### config.mk
export PLATFORM = sky130hd
export DESIGN_NAME = adc_fmt_fifo
export DESIGN_NICKNAME = d
export VERILOG_FILES = /design/src/rtl/adc_fmt_fifo.sv
export SDC_FILE = /design/constraint.sdc
export NUM_CORES = 1
export LEC_CHECK = 0
export ABC_AREA = 1
export BUFFER_PORTS_ARGS = -buffer_cell sky130_fd_sc_hd__clkbuf_2
export CORE_MARGIN = 1.5
export CORE_UTILIZATION = 39
export DETAILED_ROUTE_END_ITERATION = 10
export GPL_TIMING_DRIVEN = 0
export PLACE_DENSITY_LB_ADDON = 0.08
export SLEW_MARGIN = 20
export SYNTH_ARGS = -nofsm -noshare
export SYNTH_HDL_FRONTEND = slang
export SYNTH_SLANG_ARGS = --single-unit
export TNS_END_PERCENT = 100
### constraint.sdc
create_clock -name clk -period 2.5 [get_ports clk]
set_input_delay 0.5 -clock clk [delete_from_list [all_inputs] [get_ports clk]]
set_output_delay 0.5 -clock clk [all_outputs]
set_load 0.05 [all_outputs]
### src/rtl/adc_fmt_fifo.sv
module adc_fmt_fifo #(
  parameter int CODE_W = 12,
  parameter int WORD_W = 16,
  parameter int DEPTH  = 16
) (
  input  logic              clk,
  input  logic              rst_n,
  input  logic              conv_done,
  input  logic [CODE_W-1:0] conv_code,
  input  logic              bipolar,
  input  logic              rd_en,
  input  logic              clr,
  output logic [WORD_W-1:0] rd_data,
  output logic              data_avail,
  output logic              ovf_err
);
  localparam int AW  = $clog2(DEPTH);
  localparam int CW  = AW + 1;
  localparam int EXT = WORD_W - CODE_W;

  logic [WORD_W-1:0] mem [DEPTH];
  logic [AW-1:0]     wptr, rptr;
  logic [CW-1:0]     count;

  wire empty = (count == '0);
  wire full  = (count == CW'(DEPTH));
  wire rd_ok = rd_en && !empty && !clr;
  wire wr_ok = conv_done && (!full || rd_ok) && !clr;
  wire lose  = conv_done && full && !rd_ok && !clr;

  wire [CODE_W-1:0] coded = bipolar ? {~conv_code[CODE_W-1], conv_code[CODE_W-2:0]}
                                    : conv_code;
  wire              fill  = bipolar & coded[CODE_W-1];
  wire [WORD_W-1:0] word  = {{EXT{fill}}, coded};

  function automatic logic [AW-1:0] bump(input logic [AW-1:0] p);
    return (p == AW'(DEPTH - 1)) ? '0 : p + 1'b1;
  endfunction

  always_ff @(posedge clk)
    if (wr_ok) mem[wptr] <= word;

  always_ff @(posedge clk or negedge rst_n) begin
    if (!rst_n) begin
      wptr    <= '0;
      rptr    <= '0;
      count   <= '0;
      rd_data <= '0;
      ovf_err <= 1'b0;
    end else if (clr) begin
      wptr    <= '0;
      rptr    <= '0;
      count   <= '0;
      ovf_err <= 1'b0;
    end else begin
      if (wr_ok) wptr <= bump(wptr);
      if (rd_ok) begin
        rptr    <= bump(rptr);
        rd_data <= mem[rptr];
      end
      if (wr_ok && !rd_ok)      count <= count + 1'b1;
      else if (rd_ok && !wr_ok) count <= count - 1'b1;
      if (lose) ovf_err <= 1'b1;
    end
  end

  assign data_avail = !empty;
endmodule

**Word-level counts from Yosys, hierarchy flattened**

Memories as Yosys holds them, arrays and structs flattened. A register that Yosys moved wholly into a read port is not among the register bits.
Cells that the tools add are included.

- Bits in registers: 14
- Latch bits: 0
- RAM bits: 256
- Memory bits (read-only): 0
- Input port bits: 18
- Output and inout bits: 18
- Word-level logic and storage cells: 51
- Memories kept: 1

Memory list:

| memory | depth | bits a word | rd ports | clocked after memory_dff | wr ports | RTL line | text |
|---|---|---|---|---|---|---|---|
| mem | 16 | 16 | 1 | 1 | 1 | 21 | `logic [WORD_W-1:0] mem [DEPTH];` |

- $add $sub $neg: 4
- $mul: 0
- Divide/modulo/power cells: 0
- Magnitude comparators: 0
- Eq/ne operators: 3
- Shifts and indexed selects: 0
- Multiplexer cells: 14
- Bitwise logic cells: 3
- Reductions and logical operators: 22

Operator list:

| kind | number |
|---|---|
| 2-to-1 mux 4 bit | 6 |
| 2-to-1 mux 5 bit | 3 |
| 2-to-1 mux 12 bit | 1 |
| logical AND 1 bit | 9 |
| adder 4 x 1 -> 4 bit (second input constant) | 2 |
| == test 4 bit (second input constant) | 2 |
| logical NOT 1 bit | 6 |
| nonzero test 2 bit | 3 |
| adder 5 x 1 -> 5 bit (second input constant) | 1 |
| == test 5 bit (second input constant) | 1 |
| logical NOT 5 bit | 1 |
| subtractor 5 x 1 -> 5 bit (second input constant) | 1 |
| 2-to-1 mux 1 bit | 4 |
| nonzero test 3 bit | 1 |
| inverter 1 bit | 2 |
| AND reduction 2 bit | 1 |
| AND 1 bit | 1 |
| logical OR 1 bit | 1 |

**Depth between registers and ports, before layout**

Gate-level depths: netlist (run 1).

- Word-level depth: 12
- Mapped depth: 14
- Mapped depth without buffers: 14

**Worst setup path before layout (run 1)**

No wires, ideal clock.

- Path type: register to register
- From: reg count[1]
- To: reg count[4]
- Library setup time: 0.118 ns
- Arrival: 2.234 ns
- Data required time: 2.382 ns
- Path slack: 0.148 ns
- Cell stages (with the launch flop): 14
- Buffers on the path: 0
- Period minus slack after synthesis: 2.352 ns
- Path through: dfrtp_1 > nor2_1 > nand3_2 > nand2_2 > nand4_4 > fa_1 > nand3_1 > nand3_1 > nand2_1 > inv_1 > nand2_1 > nand2_1 > nand2_1 > nand2_1

- Cells in the longest elaborated chain, start to end: 10
- Elaborated cells on any way between the ends: 19
- Classes of those cells: 2 x add/sub; 1 x eq/ne; 3 x mux; 13 x reduce/logical

Ends and longest elaborated chain:

| item | RTL line | text |
|---|---|---|
| start: declaration | 23 | `logic [CW-1:0] count;` |
| start signal: assignment | 61 | `if (wr_ok && !rd_ok) count <= count + 1'b1;` |
| start signal: assignment | 62 | `else if (rd_ok && !wr_ok) count <= count - 1'b1;` |
| logical NOT 5 bit * | 25 | `wire empty = (count == '0);` |
| logical NOT 1 bit * | - |  |
| named net data_avail | 14 | `output logic data_avail,` |
| logical AND 1 bit * (2 in series) | 27 | `wire rd_ok = rd_en && !empty && !clr;` |
| logical OR 1 bit | 28 | `wire wr_ok = conv_done && (!full \|\| rd_ok) && !clr;` |
| logical AND 1 bit (2 in series) | 28 |  |
| logical AND 1 bit / logical NOT 1 bit (equally long branches) | 61, 62 |  |
| 2-to-1 mux 5 bit / logical AND 1 bit (equally long branches) | 61, 62 |  |
| 2-to-1 mux 5 bit / nonzero test 3 bit (equally long branches) | - |  |

Mark *: on every way through the listed nets, which the timed path passes. The rest lies on a longest branch. The select of a mux whose other input is x is not followed.
A chain may end at the register's enable or synchronous reset.

**Worst setup path in the final report (run 1)**

- From: reg count[0]
- To: mem mem[8][7], enable pin

- Cells in the longest elaborated chain, start to end: 9
- Elaborated cells on any way between the ends: 11
- Classes of those cells: 1 x eq/ne; 2 x mux; 8 x reduce/logical

Ends and longest elaborated chain:

| item | RTL line | text |
|---|---|---|
| logical NOT 5 bit | 25 |  |
| logical NOT 1 bit | 27 |  |
| logical AND 1 bit (2 in series) | 27 |  |
| logical OR 1 bit * | 28 |  |
| logical AND 1 bit * (2 in series) | 28 |  |
| 2-to-1 mux 1 bit * | 41 | `if (wr_ok) mem[wptr] <= word;` |
| 2-to-1 mux 1 bit (implied by the code) * | 41 |  |
| end: declaration | 21 |  |

Mark *: on every way between the ends. The rest lies on a longest branch, timed or not.

==> metrics.md, run 1 <==
| Metric | Value |
|---|---|
| R2r startpoint | `count[0]` |
| Unique cell type count in the Yosys netlist | `36` |
| Post-DR wirelength/cell | `20.8 microns` |
| DP HPWL | `17,800 microns` |
| Die area | `26,200 sq um` |
| Detailed Routing Iterations Pass 1 | `5` |
| Clock-pin slew on the worst setup and hold paths | `0.06 ns` |
| HP Class | `input port to async pin` |
| Post-synth EDFFs | `208` |
| Starting density of the core | `39.5%` |
| Max-cap violations | `0` |
| Register area | `6920 sq um` |
| Pins over their slew limit | `0` |
| Port Buf Inserts | `35` |
| Sequential area share after synthesis | `70.2%` |
| Syn Nets | `881` |
| Num CTS Buffers | `27` |
| Synth area leaders | `edfxtp_1 63%, nor2_1 8.6%, dfrtp_1 6.9%` |
| Global Route Usage Sum | `20.8%` |
| Worst skew pair latency | `0.54 ns` |
| Initial antenna violation count | `0` |
| Ant diodes | `0` |
| Clock Path Buffers | `3` |
| # clock sinks | `235` |
| Final count of negative-setup-slack endpoints | `0` |
| Largest net degree at the start of global routing | `28` |
| Drc violations | `0` |
| Max transition margin | `46.1%` |
| Die Span X | `162 microns` |
| Cells after synthesis | `852` |
| Slew @ Worst Pin | `0.808 ns` |
| Pwr Density | `1090 nW/um^2` |
| Startpoint Class | `flop` |
| Post-route minimum period | `2.34 ns` |
| CTS tree | `done` |
| Placed instance area | `10,500 sq um` |
| Yosys top cell area share | `63.4%` |
| Unrepaired setup endpoints after global routing | `no` |
| Cell with the most instances after synthesis | `nor2_1` |
| Fraction of registers with async set/reset | `11.5%` |
| Critical Path Fanout Max | `13` |
| Critical Path RT | `2.66 ns` |
| Total gr overflow | `0` |
| Max frequency | `427 MHz` |
| Vias per inst | `5.08` |
| Core area | `25,000 sq um` |
| FF+latch count, synth | `235` |
| Synth warnings | `0` |
| Proportion of layout cells with a drive suffix above 1 | `15.4%` |
| Final Wtd Congestion | `0.860` |
| Leading area contributor after synthesis | `edfxtp_1` |
| Finished Cell Area | `11,400 sq um` |
| Arr. time, crit path | `2.50 ns` |
| Vias in the first global route | `6,363` |
| Hold Fails Final Rpt | `0` |
| DRT Wirelength | `26,400 microns` |
| Average cell area after synthesis | `11.6 sq um` |
| Predominant post-synthesis flop cell | `edfxtp_1` |
| Synthesized cell area | `9860 sq um` |
| Boundary pin count | `36` |
| Area Growth Syn to Fin | `15.1%` |
| CP Capture Type | `flop` |
| Post-synth top cells | `227 x nor2_1, 208 x edfxtp_1, 91 x nand3_1, 81 x nand2_1, 59 x o21ai_1` |
| CTS root buf | `clkbuf_16` |
| Multi-input logic area | `2660 sq um` |
| Iter 0 DRT Violations | `580` |
| First-pass GRT wire length | `39,700 microns` |
| Number of fill cells | `2,381` |
| Crit Path Class | `flop to flop` |
| Layout Skew | `0.0133 ns` |
| CTS H-Tree Depth | `1` |
| Die Y | `162 microns` |
| Post-route ant nets | `0` |
| Final Cycle Share | `93.6%` |
| Crit. Startpoint | `count[0]` |
| Final setup TNS | `0 ns` |
| Vias | `6,430` |
| Worst vdd ir | `0.000546 V` |
| Post-CTS setup buffers | `0` |
| # nets final | `945` |
| Leak pwr | `0.00418 uW` |
| Site row count | `58` |
| Status | `finished clean` |
-- through the flow --
step | instances | setup slack (ns) | power, uW | hold WS (ns) | util (%)
floorplan | 852 | 0.148 | 7340 | 0.204 | -
global placement | 1217 | -0.488 | 8650 | 0.466 | 41.9
detailed placement | 1217 | -0.270 | 8670 | 0.465 | 42.0
CTS | 1266 | 0.0854 | 12400 | 0.0190 | 45.3
global route | 1266 | 0.00369 | 12900 | 0.0572 | 45.5
finish | 1266 | 0.160 | 12300 | 0.0102 | 45.5
-- power by group --
group / internal (uW) / switching (uW) / total (uW)
combinational: 1100 / 2860 / 3960
clock: 2180 / 1550 / 3740
sequential: 4500 / 130 / 4630
-- sequential cells by signal (all words and copies together) (netlist names) --
signal   flops
count        5
rptr         4
rd_data     13
ovf_err      1
mem        208
wptr         4
-- worst paths after layout --
kind | end | slack [ns] | cells after the start
setup / recovery | mem[8][7] | 0.16 | 8
hold / removal | rd_data[9] | 0.01 | 1
setup reg to reg | mem[8][7] | 0.16 | 8
hold reg to reg | rd_data[1] | 0.48 | 2
max in group asynchronous | count[0] | 2.03 | 1
min in group clk | ovf_err | 0.31 | 2
-- critical path: stages (launching register included) --
cell	delay, ns
dfrtp_1	0.45
nor2_2	0.08
nand3_2	0.13
nand3_4	0.16
nand2_2	0.11
nand2_4	0.09
nor2_8	0.17
nand2_4	0.12
nor2_2	0.63
-- layout by cell type, fill, tap and decap left out, types with 2 or more instances in the layout --
cell type  Yosys  final
nor2_1       227    211
edfxtp_1     208    208
nand3_1       91     91
nand2_1       81     81
o21ai_1       59     59
o21ai_0       47     47
clkbuf_2       0     35
clkbuf_16      0     27
dfrtp_1       27     27
buf_2         21     21
clkbuf_1      12     18
nor2_2         1     13
inv_1         13     13
ha_1          10      9
clkinv_1       1      8
inv_2          6      6
buf_4          6      6
buf_6          6      6
nand4_1        5      5
nand2_4        4      4
nor2_4         0      4
clkinv_2       0      4
xor2_1         3      3
buf_1          3      3
a21oi_1        3      3
nand3_2        2      2
nand2_2        2      2
o22ai_1        2      2
inv_6          0      2
bufinv_16      0      2
-- area by class of cell --
class,count,area share (%)
multi-input combinational,548,23.4
clock inverter,16,1.16
tap,330,3.64
inverter,21,0.716
sequential,235,61.0
timing repair buffer,35,1.54
buffer,48,2.41
clock buffer,33,6.15
-- per-layer routing --
metal	track usage (%)	part of all wire, %
met1	28.0	44
met2	35.3	49
met3	2.22	3.9
met5	0	0
met4	7.26	3.7
-- cell families after synthesis --
logic type / count (synthesis) / synth area share [%]
and+or+nand+nor: 419 / 18.4
DFF: 235 / 70.2
AOI/OAI and AO/OA: 114 / 5.98
buffers and inverters: 69 / 3.60
adders and majority gates: 11 / 1.47
xor gates and xnor gates: 4 / 0.355
-- repair_timing --
| item | 4_1_cts | 5_1_grt |
|---|---|---|
| pin swaps | 0 | 0 |
| hold buffers | 0 | 0 |
| endpoints found under the hold margin | 0 | 0 |
| resized for setup | 3 | 6 |
| setup endpoints to repair | 39 | 51 |
(Power assumes the default switching activity.)
==> run 2: changes to the inputs <==
- GPL_TIMING_DRIVEN: 0 -> not set
- clock period: 2.5 -> 2.3 ns (I/O delays scaled with it)
==> metrics.md, run 2 (synthesis gave the netlist of run 1 again) <==
| Metric | Value |
|---|---|
| Critical Path Fanout Max | `8` |
| Post-route minimum period | `2.13 ns` |
| Seq pwr share | `38.9%` |
| Layout Skew | `0.00865 ns` |
| Final Cycle Share | `92.4%` |
| Final Wtd Congestion | `0.818` |
| Power consumption | `13,000 uW` |
| Die area | `26,200 sq um` |
| Proportion of layout cells with a drive suffix above 1 | `16.0%` |
| Pins over their slew limit | `0` |
| Hold Fails Final Rpt | `0` |
| Worst skew pair latency | `0.52 ns` |
| First-pass GRT wire length | `37,800 microns` |
| Iter 0 DRT Violations | `511` |
| Die Y | `162 microns` |
| Largest net degree at the start of global routing | `66` |
| Largest Register | `mem` |
| Critical Path RT | `2.72 ns` |
| Arr. time, crit path | `2.54 ns` |
| Crit Path Class | `flop to flop` |
| Final count of negative-setup-slack endpoints | `0` |
| Vias per inst | `5.05` |
| Clk pwr share | `31.7%` |
| Vias | `6,386` |
| Status | `finished clean` |
| Max-cap violations | `0` |
| Register area | `6930 sq um` |
| Site row count | `58` |
| Final setup TNS | `0 ns` |
| DP HPWL | `15,500 microns` |
| HP Class | `input port to flop` |
| Multi-input logic area | `2610 sq um` |
| Biggest regs | `mem x208, rd_data x13, count x5` |
| Max frequency | `470 MHz` |
| DRT Wirelength | `24,500 microns` |
| Detailed Routing Iterations Pass 1 | `5` |
| Starting density of the core | `39.5%` |
| Slew @ Worst Pin | `0.732 ns` |
| P_int | `8470 uW` |
| Initial antenna violation count | `2` |
| Worst vdd ir | `0.000643 V` |
| Setup WS post-layout | `0.174 ns` |
| Port Buf Inserts | `35` |
| Drc violations | `0` |
| Vias in the first global route | `6,354` |
| # nets final | `942` |
| Comb power frac | `29.4%` |
| CTS tree | `done` |
| CTS root buf | `clkbuf_16` |
| Core area | `25,000 sq um` |
| Max transition margin | `51.2%` |
| Clock-pin slew on the worst setup and hold paths | `0.06 ns` |
| Number of fill cells | `2,350` |
| CTS H-Tree Depth | `1` |
| # clock sinks | `235` |
| Post-CTS setup buffers | `0` |
| Global Route Usage Sum | `19.2%` |
| Clock Path Buffers | `3` |
| Area Growth Syn to Fin | `16.3%` |
| Sw Ratio | `34.9%` |
| CP Capture Type | `flop` |
| Total gr overflow | `0` |
| Startpoint Class | `flop` |
| Post-DR wirelength/cell | `19.4 microns` |
| Commonest cells after routing, fill and taps aside | `226 x nor2_1, 208 x edfxtp_1, 91 x nand3_1, 81 x nand2_1, 59 x o21ai_1` |
| Most common cell after layout, fill and taps aside | `nor2_1` |
| Boundary pin count | `36` |
| Post-Place Worst Slack | `0.114 ns` |
| Post-route ant nets | `0` |
| Pwr Density | `1130 nW/um^2` |
| Num CTS Buffers | `26` |
| Max reg flops | `208` |
| P_sw | `4540 uW` |
| Leak pwr | `0.00429 uW` |
| Die Span X | `162 microns` |
==> run 2: per-stage QoR <==
step	area (sq um)	cells	utilization (%)	hold slack [ns]
final	11500	1265	45.9	0.308
after global routing	11500	1263	45.9	0.316
after CTS	11400	1263	45.8	0.294
after detailed placement	10600	1214	42.4	0.469
after global placement	10600	1214	42.4	0.467
after floorplan	9870	852	-	0.164
==> run 2: worst paths after layout <==
path / from / end / slack [ns] / cells after the start
worst max register to register: count[1] / count[4] / 0.17 / 13
min in group asynchronous: rst_n / rd_data[9] / 0.53 / 2
worst min register to register: rd_data[1] / rd_data[1] / 0.48 / 2
worst min-delay path: clr / ovf_err / 0.31 / 3
max in group asynchronous: rst_n / rptr[0] / 1.23 / 2
worst max-delay path: count[1] / count[4] / 0.17 / 13
==> run 2: what timing repair did <==
action,in CTS,in global routing
endpoints found under the hold margin,27,0
resized for setup,0,5
hold buffers,1,0
endpoints found under the setup margin,0,1
==> run 2: layer usage <==
layer	part of all wire, %	track usage (%)	vias to the layer above
met5	0	0	-
met4	2.6	5.46	0
met3	4.2	3.04	45
met2	48	32.5	136
met1	45	25.6	3115
li1	-	-	3090
==> run 2: power by group through the flow <==
| stage | clock, uW | combinational, uW | sequential, uW |
|---|---|---|---|
| floorplan | 0 | 2520 | 5480 |
| global placement | 0 | 3800 | 5120 |
| detailed placement | 0 | 3840 | 5140 |
| CTS | 4210 | 3860 | 5050 |
| global route | 4350 | 4260 | 5090 |
| finish | 4130 | 3820 | 5070 |
==> run 2: cell type report <==
class	instances	share of cell area, %
clock buffer	34	6.29
antenna	2	0.0436
tap	330	3.60
multi-input combinational	548	22.8
timing repair buffer	81	5.00
inverter	21	0.709
clock inverter	14	1.17
sequential	235	60.4
==> run 2: critical path: stages (launching register included) <==
cell     delay [ns]
dfrtp_1        0.45
nor2_2         0.20
nand3_4        0.13
nand2_2        0.11
nand4_4        0.17
fa_2           0.41
nand3_1        0.12
nand3_1        0.08
nand2_1        0.09
inv_1          0.05
nand2_1        0.06
nand2_1        0.06
nand2_1        0.05
nand2_1        0.05
==> run 3: changes to the inputs <==
- ABC_AREA: 1 -> not set
==> metrics.md, run 3 <==
| Metric | Value |
|---|---|
| Status | `complete, but fails checks` |
| Violated checks | `negative setup slack` |
| Number of fill cells | `2,025` |
| Unique cell type count in the Yosys netlist | `42` |
| Worst vdd ir | `0.000652 V` |
| Global Route Usage Sum | `18.5%` |
| Final Cycle Share | `108%` |
| Post-route ant nets | `0` |
| Worst skew pair latency | `0.51 ns` |
| Largest net degree at the start of global routing | `32` |
| Delay-heaviest family, CP | `simple AND/OR/NAND/NOR gates` |
| Site row count | `56` |
| Slew @ Worst Pin | `0.628 ns` |
| Boundary pin count | `36` |
| Max reg flops | `208` |
| Ant diodes | `0` |
| Unrepaired setup endpoints after global routing | `yes` |
| DP HPWL | `13,500 microns` |
| Placed cells | `865` |
| CTS tree | `done` |
| FF+latch count, synth | `235` |
| Biggest regs | `mem x208, rd_data x13, count x5` |
| Vias | `4,825` |
| Post-DR wirelength/cell | `24.1 microns` |
| Layout Skew | `0.0129 ns` |
| Synthesized cell area | `9380 sq um` |
| Yosys top cell area share | `66.6%` |
| Max transition margin | `58.1%` |
| Met1 Use GR | `26.7%` |
| Detailed Routing Iterations Pass 1 | `4` |
| Post-route minimum period | `2.48 ns` |
| Clock-pin slew on the worst setup and hold paths | `0.06 ns` |
| GR Util met3 | `3.07%` |
| Post-synth top cells | `208 x edfxtp_1, 52 x mux4_2, 30 x mux2i_1, 27 x dfrtp_1, 23 x nand2_1` |
| Num CTS Buffers | `25` |
| Most common cell after layout, fill and taps aside | `edfxtp_1` |
| CP max stage cell | `or4_4` |
| Synth warnings | `0` |
| Iter 0 DRT Violations | `414` |
| Drc violations | `0` |
| DRT Wirelength | `22,100 microns` |
| Critical Path Fanout Max | `5` |
| CTS root buf | `clkbuf_16` |
| Die Y | `158 microns` |
| Cell with the most instances after synthesis | `edfxtp_1` |
| Post-synth EDFFs | `208` |
| Hold Fails Final Rpt | `0` |
| Fraction of registers with async set/reset | `11.5%` |
| Crit Path Class | `flop to flop` |
| Average cell area after synthesis | `19.5 sq um` |
| Pwr Density | `1000 nW/um^2` |
| Synth area leaders | `edfxtp_1 67%, mux4_2 12%, dfrtp_1 7.2%` |
| Met2 usage | `30.0%` |
| Min Hold Slack | `0.354 ns` |
| Predominant post-synthesis flop cell | `edfxtp_1` |
| CP Capture Type | `flop` |
| HP Class | `input port to flop` |
| Setup WS post-layout | `-0.182 ns` |
| Vias in the first global route | `5,037` |
| Post-Place Worst Slack | `-0.208 ns` |
| Commonest cells after routing, fill and taps aside | `208 x edfxtp_1, 52 x mux4_2, 41 x buf_4, 34 x clkbuf_2, 30 x mux2i_1` |
| Max-cap violations | `0` |
| Slowest stage delay, CP | `0.55 ns` |
| Crit path buffers/inverters | `1` |
| Global route hottest layer | `met2` |
| First-pass GRT wire length | `33,000 microns` |
| Max frequency | `403 MHz` |
| Starting density of the core | `39.9%` |
| Leading area contributor after synthesis | `edfxtp_1` |
| Startpoint Class | `flop` |
| CTS H-Tree Depth | `1` |
| Clock Path Buffers | `3` |
| Critical Path RT | `2.68 ns` |
| Syn Nets | `510` |
| # nets final | `606` |
| Arr. time, crit path | `2.86 ns` |
| Port Buf Inserts | `35` |
| Proportion of layout cells with a drive suffix above 1 | `37.8%` |
| Final count of negative-setup-slack endpoints | `4` |
| Core area | `23,500 sq um` |
| Largest Register | `mem` |
| Sequential area share after synthesis | `73.8%` |
| # clock sinks | `235` |
| Cells after synthesis | `481` |
| Finished Core Util | `49.0%` |
| Non-filler cells, final | `914` |
| Leak pwr | `0.00387 uW` |
| Area Growth Syn to Fin | `23.0%` |
| Die area | `25,000 sq um` |
| Die Span X | `158 microns` |
| Initial antenna violation count | `0` |
| Pins over their slew limit | `0` |
| Cell Chain, Critical Path | `or4_4 > o21ai_4 > nand3_4 > buf_6 > ha_4 > nand3_4 > and4b_1 > o21bai_1 > a41oi_2` |
| Crit-path most repeated cell | `nand3_4` |
| Vias per inst | `5.28` |
| Total gr overflow | `0` |
| Final Wtd Congestion | `0.785` |
[run 3: changes by cell type after synthesis, sizes merged, moves of 6 or more]
| cell | before | now |
|---|---|---|
| inv | 20 | 9 |
| buf | 36 | 13 |
| o221ai | 0 | 13 |
| nand3 | 94 | 8 |
| mux2i | 0 | 30 |
| nand2b | 0 | 6 |
| o21ai | 106 | 5 |
| mux4 | 0 | 52 |
| nand4 | 7 | 1 |
| nor2 | 229 | 21 |
| nand2 | 87 | 23 |
[run 3: kinds of logic (layout without fill, tap and decap cells)]
family                   count (synthesis)  count (layout)  synth area share [%]
flip-flops                             235             235                  73.8
multiplexers                            85              85                  16.0
AND/OR/NAND/NOR                         71              71                  3.52
AO/OA/AOI/OAI                           38              38                  3.04
buffers and inverters                   37             151                  1.72
adder cells (fa/ha/maj)                 11              11                  1.55
XOR/XNOR                                 4               4                 0.373
[run 3: area by class of cell]
cell class / instances / area (sq um) / area share (%)
Sequential cell: 235 / 6930 / 60.0
Multi-Input combinational cell: 209 / 2520 / 21.8
Timing Repair Buffer: 97 / 873 / 7.57
Clock buffer: 38 / 724 / 6.28
Tap cell: 319 / 399 / 3.46
Clock inverter: 7 / 60.1 / 0.520
Inverter: 9 / 33.8 / 0.293
[run 3: report_power, final]
part / total [uW] / leakage (uW) / switching [uW] / internal, uW
combinational: 2670 / 0.00126 / 1550 / 1120
clock: 3830 / 0.000391 / 1560 / 2270
sequential: 5070 / 0.00222 / 220 / 4850
total: 11600 / 0.00387 / 3330 / 8250
[run 3: repair_timing]
item	in CTS	in global routing
hold buffers	1	0
endpoints found under the setup margin	5	17
pin swaps	0	8
buffers inserted	0	3
endpoints found under the hold margin	20	0
gates resized for setup	4	21
[run 3: worst register-to-register path, delay by kind of cell (launching register included)]
kind,cells,cell delay (ns)
AOI/OAI and AO/OA,3,0.51
adders and majority gates,1,0.31
buffers and inverters,1,0.16
DFF,1,0.40
and+or+nand+nor,4,0.98
[run 3: layer usage]
| metal | wire [microns] | up-vias |
|---|---|---|
| li1 | - | 2149 |
| met1 | 10000 | 2547 |
| met2 | 10700 | 106 |
| met3 | 1100 | 23 |
| met4 | 254 | 0 |
| met5 | 0 | - |
[run 3: metrics by stage]
stage / cell area (sq um) / total power, uW / TNS (ns)
2_1_floorplan: 9480 / 6750 / -6.07
3_3_place_gp: 10600 / 7490 / -0.955
3_5_place_dp: 10600 / 7520 / -0.345
4_1_cts: 11400 / 11400 / -0.267
5_1_grt: 11500 / 12100 / -0.804
6_report: 11500 / 11600 / -0.411
[run 3: path summary, 6_finish.rpt]
| kind | startpoint | cells after the start | slack, ns | end |
|---|---|---|---|---|
| max | count[0] | 9 | -0.18 | count[4] |
| min | conv_code[10] | 1 | 0.35 | mem[15][10] |
| max reg2reg | count[0] | 9 | -0.18 | count[4] |
| min reg2reg | rd_data[7] | 2 | 0.50 | rd_data[7] |
| max in group asynchronous | rst_n | 3 | 1.16 | rd_data[3] |
| min in group asynchronous | rst_n | 2 | 0.50 | count[4] |
